[config.mk]
export PLATFORM = sky130hd
export DESIGN_NAME = capture_unit
export DESIGN_NICKNAME = d
export VERILOG_FILES = /design/src/rtl/capture_pkg.sv /design/src/rtl/capture_sync.sv /design/src/rtl/capture_ctrl.sv /design/src/rtl/capture_datapath.sv /design/src/rtl/capture_unit.sv
export SDC_FILE = /design/constraint.sdc
export NUM_CORES = 1
export LEC_CHECK = 0
export BUFFER_PORTS_ARGS = -buffer_cell sky130_fd_sc_hd__buf_2
export CAP_MARGIN = 40
export CORE_MARGIN = 4
export CORE_UTILIZATION = 40
export DETAILED_ROUTE_END_ITERATION = 7
export PLACE_DENSITY = 0.72
export RECOVER_POWER = 50
export SYNTH_ARGS = -nofsm -noshare
export SYNTH_HDL_FRONTEND = slang
export SYNTH_HIERARCHICAL = 1
export SYNTH_SLANG_ARGS = --single-unit
[constraint.sdc]
create_clock -name clk -period 5.8 [get_ports clk]
set_clock_uncertainty 0.2 [all_clocks]
set_input_delay 0.29 -clock clk [delete_from_list [all_inputs] [get_ports clk]]
set_output_delay 0.29 -clock clk [all_outputs]
set_load 0.005 [all_outputs]
[src/rtl/capture_pkg.sv]
package capture_pkg;

  localparam int unsigned MODE_W = 4;

  typedef enum logic [MODE_W-1:0] {
    MODE_OFF     = 4'b0000,
    MODE_FALL    = 4'b0100,
    MODE_RISE    = 4'b0101,
    MODE_RISE_A  = 4'b0110,
    MODE_RISE_B  = 4'b0111
  } capMode_e;

  typedef struct packed {
    logic loadCapture;
    logic raiseFlag;
  } ctrlStrobe_t;

  function automatic logic isCaptureMode(input logic [MODE_W-1:0] m);
    return (m[3:2] == 2'b01);
  endfunction

  function automatic logic isPrescaledMode(input logic [MODE_W-1:0] m);
    return (m == MODE_RISE_A) || (m == MODE_RISE_B);
  endfunction

endpackage

[src/rtl/capture_sync.sv]
module capture_sync #(
  parameter int unsigned STAGES = 2
) (
  input  logic clk,
  input  logic rstN,
  input  logic asyncIn,
  output logic syncOut
);

  logic [STAGES-1:0] chain;

  generate
    for (genvar i = 0; i < STAGES; i++) begin : g_stage
      if (i == 0) begin : g_first
        always_ff @(posedge clk or negedge rstN) begin
          if (!rstN) chain[0] <= 1'b0;
          else       chain[0] <= asyncIn;
        end
      end else begin : g_next
        always_ff @(posedge clk or negedge rstN) begin
          if (!rstN) chain[i] <= 1'b0;
          else       chain[i] <= chain[i-1];
        end
      end
    end
  endgenerate

  assign syncOut = chain[STAGES-1];

endmodule

[src/rtl/capture_ctrl.sv]
module capture_ctrl
  import capture_pkg::*;
#(
  parameter int unsigned SYNC_STAGES = 2,
  parameter int unsigned DIV_A       = 4,
  parameter int unsigned DIV_B       = 16
) (
  input  logic              clk,
  input  logic              rstN,
  input  logic              pinAsync,
  input  logic [MODE_W-1:0] mode,
  output ctrlStrobe_t       strobes
);

  localparam int unsigned PS_W    = (DIV_B > 1) ? $clog2(DIV_B) : 1;
  localparam logic [PS_W-1:0] LIMIT_A = PS_W'(DIV_A - 1);
  localparam logic [PS_W-1:0] LIMIT_B = PS_W'(DIV_B - 1);

  logic              syncPin;
  logic              pinDly;
  logic              riseEv;
  logic              fallEv;
  logic [PS_W-1:0]   psCount;
  logic [PS_W-1:0]   psLimit;
  logic              psHit;
  logic              capOn;
  logic              prescaled;
  logic              fire;
  logic [MODE_W-1:0] prevMode;

  capture_sync #(.STAGES(SYNC_STAGES)) i_sync (
    .clk     (clk),
    .rstN    (rstN),
    .asyncIn (pinAsync),
    .syncOut (syncPin)
  );

  always_ff @(posedge clk or negedge rstN) begin
    if (!rstN) pinDly <= 1'b0;
    else       pinDly <= syncPin;
  end

  assign riseEv    = syncPin & ~pinDly;
  assign fallEv    = ~syncPin & pinDly;
  assign capOn     = isCaptureMode(mode);
  assign prescaled = isPrescaledMode(mode);
  assign psLimit   = (mode == MODE_RISE_B) ? LIMIT_B : LIMIT_A;
  assign psHit     = (psCount >= psLimit);

  always_comb begin
    fire = 1'b0;
    if (capOn) begin
      unique case (mode)
        MODE_FALL:   fire = fallEv;
        MODE_RISE:   fire = riseEv;
        default:     fire = riseEv & psHit;
      endcase
    end
  end

  always_ff @(posedge clk or negedge rstN) begin
    if (!rstN) begin
      psCount <= '0;
    end else if (!capOn) begin
      psCount <= '0;
    end else if (prescaled && riseEv) begin
      psCount <= psHit ? '0 : psCount + 1'b1;
    end
  end

  always_ff @(posedge clk or negedge rstN) begin
    if (!rstN) prevMode <= MODE_OFF;
    else       prevMode <= mode;
  end

  assign strobes.loadCapture = fire;
  assign strobes.raiseFlag   = capOn && (mode != prevMode);

  p_ps_cleared_r9: assert property (@(posedge clk) disable iff (!rstN)
    !isCaptureMode(mode) |=> (psCount == '0));

  p_off_no_capture_r13: assert property (@(posedge clk) disable iff (!rstN)
    !isCaptureMode(mode) |-> !strobes.loadCapture);

  p_fall_needs_edge_r3: assert property (@(posedge clk) disable iff (!rstN)
    (mode == MODE_FALL && strobes.loadCapture) |-> ($past(syncPin) && !syncPin));

  p_rise_needs_edge_r4: assert property (@(posedge clk) disable iff (!rstN)
    (isCaptureMode(mode) && mode != MODE_FALL && strobes.loadCapture)
      |-> (!$past(syncPin) && syncPin));

  p_ps_kept_on_switch_r10: assert property (@(posedge clk) disable iff (!rstN)
    ($past(mode) == MODE_RISE_B && mode == MODE_RISE_A && !$past(riseEv))
      |-> (psCount == $past(psCount)));

endmodule

[src/rtl/capture_datapath.sv]
module capture_datapath
  import capture_pkg::*;
#(
  parameter int unsigned TIMER_W = 16
) (
  input  logic               clk,
  input  logic               rstN,
  input  logic [TIMER_W-1:0] timerVal,
  input  logic               flagClear,
  input  ctrlStrobe_t        strobes,
  output logic [TIMER_W-1:0] capValue,
  output logic               capFlag
);

  always_ff @(posedge clk or negedge rstN) begin
    if (!rstN)                    capValue <= '0;
    else if (strobes.loadCapture) capValue <= timerVal;
  end

  always_ff @(posedge clk or negedge rstN) begin
    if (!rstN)                                         capFlag <= 1'b0;
    else if (strobes.loadCapture || strobes.raiseFlag) capFlag <= 1'b1;
    else if (flagClear)                                capFlag <= 1'b0;
  end

  p_capture_loads_timer_r2: assert property (@(posedge clk) disable iff (!rstN)
    strobes.loadCapture |=> (capValue == $past(timerVal)));

  p_hold_without_capture_r8: assert property (@(posedge clk) disable iff (!rstN)
    !strobes.loadCapture |=> $stable(capValue));

  p_flag_sticky_r7: assert property (@(posedge clk) disable iff (!rstN)
    (capFlag && !flagClear) |=> capFlag);

  p_flag_set_wins_r7: assert property (@(posedge clk) disable iff (!rstN)
    (strobes.loadCapture || strobes.raiseFlag) |=> capFlag);

  p_flag_cleared_r7: assert property (@(posedge clk) disable iff (!rstN)
    (flagClear && !strobes.loadCapture && !strobes.raiseFlag) |=> !capFlag);

endmodule

[src/rtl/capture_unit.sv]
module capture_unit
  import capture_pkg::*;
#(
  parameter int unsigned TIMER_W     = 16,
  parameter int unsigned SYNC_STAGES = 2,
  parameter int unsigned DIV_A       = 4,
  parameter int unsigned DIV_B       = 16
) (
  input  logic               clk,
  input  logic               rstN,
  input  logic               capPin,
  input  logic [TIMER_W-1:0] timerVal,
  input  logic [MODE_W-1:0]  capMode,
  input  logic               flagClear,
  output logic [TIMER_W-1:0] capValue,
  output logic               capFlag
);

  ctrlStrobe_t strobes;

  capture_ctrl #(
    .SYNC_STAGES (SYNC_STAGES),
    .DIV_A       (DIV_A),
    .DIV_B       (DIV_B)
  ) i_ctrl (
    .clk      (clk),
    .rstN     (rstN),
    .pinAsync (capPin),
    .mode     (capMode),
    .strobes  (strobes)
  );

  capture_datapath #(.TIMER_W(TIMER_W)) i_datapath (
    .clk       (clk),
    .rstN      (rstN),
    .timerVal  (timerVal),
    .flagClear (flagClear),
    .strobes   (strobes),
    .capValue  (capValue),
    .capFlag   (capFlag)
  );

endmodule

==> flow_summary.toml, run 1 <==
[run_status]
outcome = "complete, no violations"

[placement]
dp.cells = 154
io_buffers = 40
dp_hpwl_um = 1730
globalplace.congestion = 0.767

[clock_network]
clock_latency_ps = 320
htreeDepth = 1
clkSinkCount = 28
cts_resized = 0
clk_path_buf_depth = 2
cts_tree = "done"
cts-root-buf = "clkbuf_4"
holdBufCountCts = 23
cts_setup_buffers = 0
clk_pin_slew_ps = 140
cts_inserted_buffers = 3

[final_layout]
nets = 178
fill_cells = 230
syn_to_final_growth_pct = 36.6
num_antenna_cells = 0
fin_cells = 180
final_util_pct = 58.8
drive_gt1_share_pct = 36.2

[synth]
synth_edf_count = 0
ys_seq_area_share_pct = 57.6
synth_nets = 113
ys_ff_latch = 28
yosysTopAreaCellShare_pct = 57.6
synthArstFlopShare_pct = 100
post_synth.cell_area_avg_um2 = 14.2
synthDistinctLibCells = 26
yosys-top-cells-area = "dfrtp_1 (58%), mux2_4 (11%), mux2_2 (6.5%)"
synth_area_um2 = 1220
postSynthCellCount = 86
synthFlopType = "dfrtp_1"
ys_warn_count = 6
yosys.area.top_type = "dfrtp_1"

[worst_setup_path]
crit_chain = "dlygate4sd3_1 > clkbuf_1 > nand4b_1 > ha_1 > a21oi_1 > a21oi_1 > o21ba_2 > mux2_4"
cp_max_fo = 17
crit_slowest_cell = "dlygate4sd3_1"
crit_path_frequent_cell = "a21oi_1"
cp-start-kind = "input pin"
arrival_ps = 2860
slowest_delay_ps = 520
end_kind = "flop"
required_ps = 5810
path_class = "in -> reg"

[run]
max_cap_viol_count = 0

[global_route]
grt-ovfl-total = 0
grt_max_degree = 29
grt.total_usage_pct = 14.0
grt_pass1_vias = 958
grt_pass1_wl_um = 4380
antenna_found_initial = 0

[power]
seqPwrFrac_pct = 57.9
pwr_density_cell_nw_per_um2 = 255
p_clk_share_pct = 17.9
p_leak_nw = 0.780
ir_drop_v = 0.000173
internal_power_w = 0.000319
comb_power_share_pct = 24.3
power.share.switching_pct = 24.7
finalPower_w = 0.000424
switchingPower_w = 0.000105

[sta]
maxSlewHeadroom_pct = 5.24
max_freq_ghz = 0.351
slew_violations = 0
finalCritPeriodShare_pct = 49.1
rsz0062_at_grt = "no"
worstMarginPinSlew_ps = 1420
setup_tns_ps = 0
hold_viol = 0
final.min_clock_period_ps = 2850
final-setup-viol-count = 0

[drt]
post_drt_wl_per_cell_um = 14.4
vias = 925
antenna_left = 0
finalWirelength_um = 2590
dr.first_iter.drc_count = 39
drtPass1Iterations = 4
drc = 0
via_per_inst = 5.14

[floorplanning]
die_area_um2 = 3990
io_pins = 41
core.rowCount = 19
start_util_pct = 43.0
die_w_um = 63.2
die_y_um = 63.2
core_um2 = 2830

[worst_hold_path]
hold_class = "reg -> reg"
[flip-flops by register name (all words and copies together) (netlist names)]
name	flops
i_ctrl/prevMode	4
i_ctrl/i_sync/syncOut	1
i_ctrl/psCount	4
i_datapath/capFlag	1
i_ctrl/pinDly	1
i_ctrl/i_sync/chain	1
i_datapath/capValue	16
[power groups by stage]
stage           logic, W  registers, W  clock network (W)
6_report        0.000103      0.000245          0.0000758
5_1_grt         0.000113      0.000250          0.0000885
4_1_cts         0.000106      0.000245          0.0000815
3_5_place_dp   0.0000934      0.000248                  0
3_3_place_gp   0.0000908      0.000246                  0
2_1_floorplan  0.0000418      0.000250                  0
[placed cells by master (no fill, tap or decap), drive strengths merged]
cell | synthesis | layout
o21ba | 1 | 1
xor2 | 3 | 3
ha | 3 | 3
o21ai | 2 | 2
nand2 | 3 | 3
nand3b | 2 | 2
nand3 | 2 | 2
and3b | 1 | 1
nor4 | 1 | 1
a21oi | 6 | 6
mux2 | 16 | 16
dfrtp | 28 | 28
a31oi | 1 | 1
nor2 | 2 | 2
dlygate4sd3 | 0 | 23
clkbuf | 0 | 9
and4b | 1 | 1
buf | 3 | 34
nor2b | 1 | 1
nand4b | 2 | 2
nand4 | 4 | 4
inv | 1 | 1
nand2b | 1 | 1
or3b | 1 | 1
a211oi | 1 | 1
[metal layers]
| layer | vias up | wire length, um | track usage [%] |
|---|---|---|---|
| met1 | 452 | 1100 | 16.8 |
| met3 | 2 | 119 | 2.66 |
| li1 | 443 | - | - |
| met2 | 28 | 1340 | 24.5 |
| met4 | 0 | 20 | 5.66 |
| met5 | - | 0 | 0 |
[path summary, 6_finish.rpt]
kind / startpoint / end / slack [ps] / depth (start not counted)
max: capMode[1] / i_datapath/capValue[6] / 2950 / 8
min: i_ctrl/i_sync/chain[0] / i_ctrl/i_sync/syncOut / 170 / 0
max reg2reg: i_ctrl/psCount[3] / i_datapath/capValue[6] / 3430 / 5
min reg2reg: i_ctrl/i_sync/chain[0] / i_ctrl/i_sync/syncOut / 170 / 0
max in group asynchronous: rstN / i_datapath/capValue[15] / 3950 / 2
min in group asynchronous: rstN / i_ctrl/prevMode[1] / 620 / 2
[kinds of logic after synthesis]
family,Yosys count,synth area share [%]
AO/OA/AOI/OAI,11,5.24
buffers and inverters,4,3.49
adder cells (fa/ha/maj),3,3.08
XOR/XNOR,3,2.16
multiplexers,16,17.6
flip-flops,28,57.6
AND/OR/NAND/NOR,21,10.9
[synthesized netlist by cell type (all sizes together), types with 2 or more instances]
| master | number |
|---|---|
| a21oi | 6 |
| buf | 3 |
| dfrtp | 28 |
| ha | 3 |
| mux2 | 16 |
| nand2 | 3 |
| nand3 | 2 |
| nand3b | 2 |
| nand4 | 4 |
| nand4b | 2 |
| nor2 | 2 |
| o21ai | 2 |
| xor2 | 3 |
[worst max-delay path: cells and delay by family]
kind	cells	cell delay, ps
and+or+nand+nor	1	180
AOI/OAI and AO/OA	3	920
muxes	1	360
buffers and inverters	2	770
adders and majority gates	1	340
[area by class of cell]
type	instances	area, um2	share of cell area [%]
well taps	31	38.8	2.33
clock buffers	3	22.5	1.35
multi-input cells	54	474	28.5
flip-flops and latches	28	701	42.1
inverters	1	3.75	0.226
repair buffers	63	423	25.4
[per-stage QoR]
| stage | hold WS (ps) | worst slack, ps | cell area [um2] |
|---|---|---|---|
| 3_3_place_gp | 121 | 3320 | 1420 |
| 5_1_grt | 191 | 2810 | 1660 |
| 6_report | 167 | 2950 | 1660 |
| 2_1_floorplan | -206 | 3390 | 1220 |
| 3_5_place_dp | 137 | 3250 | 1420 |
| 4_1_cts | 169 | 3070 | 1670 |
Power figures use the tool's default switching activity.
==> run 2, diff against run 1 <==
--- a/config.mk
+++ b/config.mk
@@ -5,12 +5,13 @@
 export SDC_FILE = /design/constraint.sdc
 export NUM_CORES = 1
 export LEC_CHECK = 0
+export ABC_AREA = 1
 export BUFFER_PORTS_ARGS = -buffer_cell sky130_fd_sc_hd__buf_2
 export CAP_MARGIN = 40
 export CORE_MARGIN = 4
 export CORE_UTILIZATION = 40
 export DETAILED_ROUTE_END_ITERATION = 7
-export PLACE_DENSITY = 0.72
+export PLACE_DENSITY = 0.74
 export RECOVER_POWER = 50
 export SYNTH_ARGS = -nofsm -noshare
 export SYNTH_HDL_FRONTEND = slang
==> constraint.sdc (replaced) <==
create_clock -name clk -period 2.3 [get_ports clk]
set_clock_uncertainty 0.2 [all_clocks]
set_input_delay 0.115 -clock clk [delete_from_list [all_inputs] [get_ports clk]]
set_output_delay 0.115 -clock clk [all_outputs]
set_load 0.005 [all_outputs]
==> flow_summary.toml, run 2 <==
[power]
p_clk_share_pct = 28.0
p_leak_nw = 1.00
comb_power_share_pct = 19.4
pwr_density_cell_nw_per_um2 = 640
power.share.switching_pct = 25.1
seqPwrFrac_pct = 52.6
ir_drop_v = 0.000435
switchingPower_w = 0.000287
internal_power_w = 0.000855

[synth]
yosysMostFrequentCell = "nand2_1"
synth_top_family_by_area = "simple AND/OR/NAND/NOR gates"
yosys-top-cells-count = "nand2_1 (73), dfrtp_1 (28), inv_1 (11), nor2_1 (7), nand3_1 (5)"
synth_mux_area_share_pct = 0
postSynthCellCount = 147
ys_ff_latch = 28
synth_edf_count = 0
yosys.area.top_type = "dfrtp_1"
post_synth.cell_area_avg_um2 = 8.57
yosys.area_share.adder_pct = 2.98
synthDistinctLibCells = 18
yosys.area_share.simple_pct = 31.2
synth_nets = 174
synthFlopType = "dfrtp_1"
ys_seq_area_share_pct = 55.6
yosysTopAreaCellShare_pct = 55.6
yosys-top-cells-area = "dfrtp_1 (56%), nand2_1 (22%), inv_1 (3.3%)"
ys_warn_count = 6
synth-compound-area-share_pct = 1.19
synth_area_um2 = 1260
synthArstFlopShare_pct = 100
synth-xor-area-share_pct = 1.39

[worst_setup_path]
end_kind = "flop"
crit_chain = "dlygate4sd3_1 > buf_2 > nand3_1 > ha_1 > nand2_1 > nand3_2 > nand2_1 > a21oi_2 > buf_4 > nand2_1 > nand2_1"
r2r_setup_slack_ps = 360
cp-start-kind = "input pin"
cp.buffers_inverters = 3
crit-reg2reg-launch = "i_ctrl/psCount[2]"
crit_path_frequent_cell = "nand2_1"
crit_path_start = "capMode[1]"
path_class = "in -> reg"
crit_slowest_cell = "dlygate4sd3_1"
required_ps = 2370
worst_path_dominant_cell_family = "buffers and inverters"
arrival_ps = 2140
slowest_delay_ps = 530
cp_max_fo = 10

[global_route]
grt.total_usage_pct = 14.6
grt_pass1_vias = 1098
antenna_found_initial = 0
grt_max_degree = 29
grt-ovfl-total = 0
grt_pass1_wl_um = 4820

[sta]
max_freq_ghz = 0.483
slew_violations = 0
setup_tns_ps = 0
rsz0062_at_grt = "no"
hold_viol = 0
final.min_clock_period_ps = 2070
worstMarginPinSlew_ps = 1470
maxSlewHeadroom_pct = 2.23
fin_hold_ws_ps = 65.3
final-setup-viol-count = 0
setup_ws_ps = 230
finalCritPeriodShare_pct = 90.0

[floorplanning]
die_y_um = 64.1
die_w_um = 64.1
core.rowCount = 20
io_pins = 41
die_area_um2 = 4110
start_util_pct = 41.6
core_um2 = 3030

[clock_network]
clk_pin_slew_ps = 150
cts_setup_buffers = 0
clk_path_buf_depth = 2
clock_latency_ps = 330
cts_tree = "done"
cts_inserted_buffers = 3
cts-root-buf = "clkbuf_4"
clkSinkCount = 28
htreeDepth = 1

[run]
max_cap_viol_count = 0

[placement]
globalplace.congestion = 0.810
dp.cells = 229
pre_cts_ws_ps = 152
io_buffers = 40
dp_hpwl_um = 1990

[drt]
post_drt_wl_per_cell_um = 10.7
finalWirelength_um = 2760
drc = 0
drtPass1Iterations = 5
antenna_left = 0
vias = 1109
dr.first_iter.drc_count = 56
via_per_inst = 4.32

[final_layout]
regArea_um2 = 701
nets = 241
mostFrequentLayoutCells = "nand2_1 (73), buf_2 (37), dfrtp_1 (28), dlygate4sd3_1 (24), inv_1 (11)"
num_antenna_cells = 0
regMostFlops = "i_datapath/capValue"
largest_reg_flops = 16
top_regs = "i_datapath/capValue x16, i_ctrl/prevMode x4, i_ctrl/psCount x4"
mostFrequentLayoutCell = "nand2_1"
fin_cells = 257
multi_input_area_um2 = 467
fill_cells = 258
drive_gt1_share_pct = 25.4
syn_to_final_growth_pct = 41.7

[run_status]
outcome = "complete, no violations"

[worst_hold_path]
hold_class = "in -> reg"
hold_start = "capMode[3]"
==> run 2: changes by cell type after synthesis, moves of 4 or more <==
cell / previous run / this run
nand2_1: 3 / 73
inv_1: 1 / 11
mux2_4: 9 / 0
mux2_2: 7 / 0
nor2_1: 2 / 7
a21oi_1: 6 / 2
==> run 2: cell type report <==
type	count	area share, %
Clock buffer	3	1.26
Clock inverter	1	1.68
Inverter	15	3.29
Multi-Input combinational cell	100	26.1
Sequential cell	28	39.2
Tap cell	44	3.08
Timing Repair Buffer	66	25.3
==> run 2: worst paths after layout <==
path                       cells after the start                      to
max                                           11  i_datapath/capValue[8]
min                                            6       i_ctrl/psCount[2]
max reg2reg                                    8  i_datapath/capValue[8]
min reg2reg                                    0   i_ctrl/i_sync/syncOut
max in group asynchronous                      2           i_ctrl/pinDly
min in group asynchronous                      2  i_datapath/capValue[0]
==> run 2: metrics by stage <==
step	power (W)	instance area, um2	util (%)
global route	0.00122	1790	59.0
floorplan	0.000690	1260	-
detailed placement	0.000805	1490	49.3
finish	0.00114	1790	59.0
CTS	0.00116	1790	59.0
global placement	0.000798	1490	49.3
==> run 2: worst reg2reg max path: cells and delay by family, from the launching register on <==
family | cells | cell delay (ps)
compound gates | 1 | 280
fa+ha+maj | 1 | 320
buf+inv | 1 | 230
flops | 1 | 470
simple gates | 5 | 390
==> run 2: power groups by stage <==
stage	clock network (W)	registers (W)	logic, W
detailed placement	0	0.000609	0.000197
global route	0.000349	0.000614	0.000254
global placement	0	0.000610	0.000188
floorplan	0	0.000615	0.0000751
CTS	0.000331	0.000602	0.000225
finish	0.000319	0.000601	0.000222
==> run 2: kinds of logic after synthesis <==
logic type	after synthesis
simple gates	92
xor+xnor	2
compound gates	3
flops	28
fa+ha+maj	3
buf+inv	19
==> run 2: what timing repair did <==
action	in CTS	in global routing
hold buffers	24	0
resized for setup	0	1
hold endpoints to repair	54	0
setup endpoints to repair	0	16
==> run 2: routing by layer <==
metal	global-route usage [%]	wire length (um)	share of wire (%)
met2	25.2	1390	50
met3	3.51	193	7.0
met5	0	0	0
met1	17.9	1150	42
met4	4.75	29	1.1
==> run 3, diff against run 2 <==
==> constraint.sdc (replaced) <==
create_clock -name clk -period 2.3 [get_ports clk]
set_clock_uncertainty 0.2 [all_clocks]
set_input_delay 0.345 -clock clk [delete_from_list [all_inputs] [get_ports clk]]
set_output_delay 0.345 -clock clk [all_outputs]
set_load 0.005 [all_outputs]
==> flow_summary.toml, run 3 (synthesis gave the netlist of run 2 again) <==
[worst_setup_path]
reg2reg_depth = 9
path_class = "reg -> reg"
cp-start-kind = "flop"
r2r_setup_slack_ps = 360
crit-reg2reg-launch = "i_ctrl/psCount[3]"
end_kind = "flop"
arrival_ps = 1970
r2r_end = "i_datapath/capValue[14]"
cp_max_fo = 18
required_ps = 2330

[sta]
setup_tns_ps = 0
hold_viol = 0
max_freq_ghz = 0.515
final-setup-viol-count = 0
finalCritPeriodShare_pct = 84.3
rsz0062_at_grt = "no"
slew_violations = 0
setup_ws_ps = 360
worstMarginPinSlew_ps = 677
fin_hold_ws_ps = 18.7
final.min_clock_period_ps = 1940
maxSlewHeadroom_pct = 54.9

[power]
internal_power_w = 0.000844
comb_power_share_pct = 18.5
seqPwrFrac_pct = 53.7
p_clk_share_pct = 27.8
switchingPower_w = 0.000277
power.share.switching_pct = 24.7
pwr_density_cell_nw_per_um2 = 666
ir_drop_v = 0.000475
p_leak_nw = 0.954

[run_status]
outcome = "complete, no violations"

[drt]
antenna_left = 0
drc = 0
post_drt_wl_per_cell_um = 10.4
dr_wl_met2_um = 1180
highest_layer = "met4"
wl_met1_um = 1160
drtPass1Iterations = 4
vias = 1079
dr.first_iter.drc_count = 34
via_per_inst = 4.39
finalWirelength_um = 2570
routed-wl-met3_um = 197

[worst_hold_path]
whs_path_depth = 3
hold_end = "i_datapath/capValue[7]"
hold_class = "in -> reg"
hold_start = "timerVal[7]"

[floorplanning]
die_w_um = 64.1
core.rowCount = 20
die_area_um2 = 4110
core_um2 = 3030
die_y_um = 64.1
start_util_pct = 41.6
io_pins = 41

[clock_network]
cts_setup_buffers = 0
cts_inserted_buffers = 3
clk_path_buf_depth = 2
clock_latency_ps = 320
clk_pin_slew_ps = 140
cts_tree = "done"
holdBufCountCts = 13
cts_resized = 0
htreeDepth = 1
cts-root-buf = "clkbuf_4"
clkSinkCount = 28

[final_layout]
mostFrequentLayoutCells = "nand2_1 (73), buf_2 (35), dfrtp_1 (28), dlygate4sd3_1 (13), inv_1 (11)"
num_antenna_cells = 0
top_regs = "i_datapath/capValue x16, i_ctrl/prevMode x4, i_ctrl/psCount x4"
mostFrequentLayoutCell = "nand2_1"
largest_reg_flops = 16
fill_cells = 288
syn_to_final_growth_pct = 33.6
regMostFlops = "i_datapath/capValue"
drive_gt1_share_pct = 25.7
nets = 230

[global_route]
grt.total_usage_pct = 13.7
grt_pass1_vias = 1071
grt-ovfl-total = 0
grt_max_degree = 29
grt_pass1_wl_um = 4540
antenna_found_initial = 0

[run]
max_cap_viol_count = 0

[placement]
globalplace.congestion = 0.771
io_buffers = 40
dp_hpwl_um = 1850
pre_cts_ws_ps = 109
-- run 3: worst max-delay path by stage --
| stage | end | from | slack [ps] | cells past startpoint |
|---|---|---|---|---|
| 6_report | i_datapath/capValue[14] | i_ctrl/psCount[3] | 360 | 9 |
| 3_3_place_gp | i_datapath/capValue[8] | capMode[2] | 170 | 13 |
| 2_1_floorplan | i_datapath/capValue[10] | capMode[2] | 270 | 14 |
| 3_5_place_dp | i_datapath/capValue[14] | capMode[2] | 110 | 13 |
| 4_1_cts | i_datapath/capValue[14] | i_ctrl/psCount[3] | 340 | 9 |
| 5_1_grt | i_datapath/capValue[0] | i_ctrl/psCount[3] | 180 | 9 |
-- run 3: power groups by stage --
| stage | clock, W | sequential [W] | combinational [W] |
|---|---|---|---|
| after global routing | 0.000346 | 0.000612 | 0.000239 |
| after floorplan | 0 | 0.000615 | 0.0000751 |
| final | 0.000312 | 0.000602 | 0.000207 |
| after detailed placement | 0 | 0.000610 | 0.000196 |
| after CTS | 0.000329 | 0.000602 | 0.000212 |
| after global placement | 0 | 0.000613 | 0.000190 |
-- run 3: critical path, cell delays in order (launching register included) --
cell	delay, ps
dfrtp_1	440
ha_1	330
nand3_1	90
nand3_2	100
nand2_1	50
a21oi_1	230
buf_12	190
inv_4	80
nand2_1	70
nand2_1	50
-- run 3: layout make-up --
type	count	area [um2]	area share, %
Timing Repair Buffer	55	353	21.0
Clock inverter	1	30.0	1.78
Inverter	15	58.8	3.49
Sequential cell	28	701	41.6
Multi-Input combinational cell	100	463	27.5
Tap cell	44	55.1	3.27
Clock buffer	3	22.5	1.34
-- run 3: metrics by stage --
step / cells / total power (W) / instance area [um2] / util [%]
2_1_floorplan: 147 / 0.000690 / 1260 / -
3_3_place_gp: 229 / 0.000803 / 1510 / 49.7
3_5_place_dp: 229 / 0.000806 / 1510 / 49.7
4_1_cts: 246 / 0.00114 / 1690 / 55.7
5_1_grt: 246 / 0.00120 / 1680 / 55.6
6_report: 246 / 0.00112 / 1680 / 55.6
-- run 3: routing by layer --
metal / vias up / global-route usage (%)
met2: 36 / 23.4
met1: 485 / 17.1
met5: - / 0
met3: 4 / 4.75
met4: 0 / 2.37
li1: 554 / -
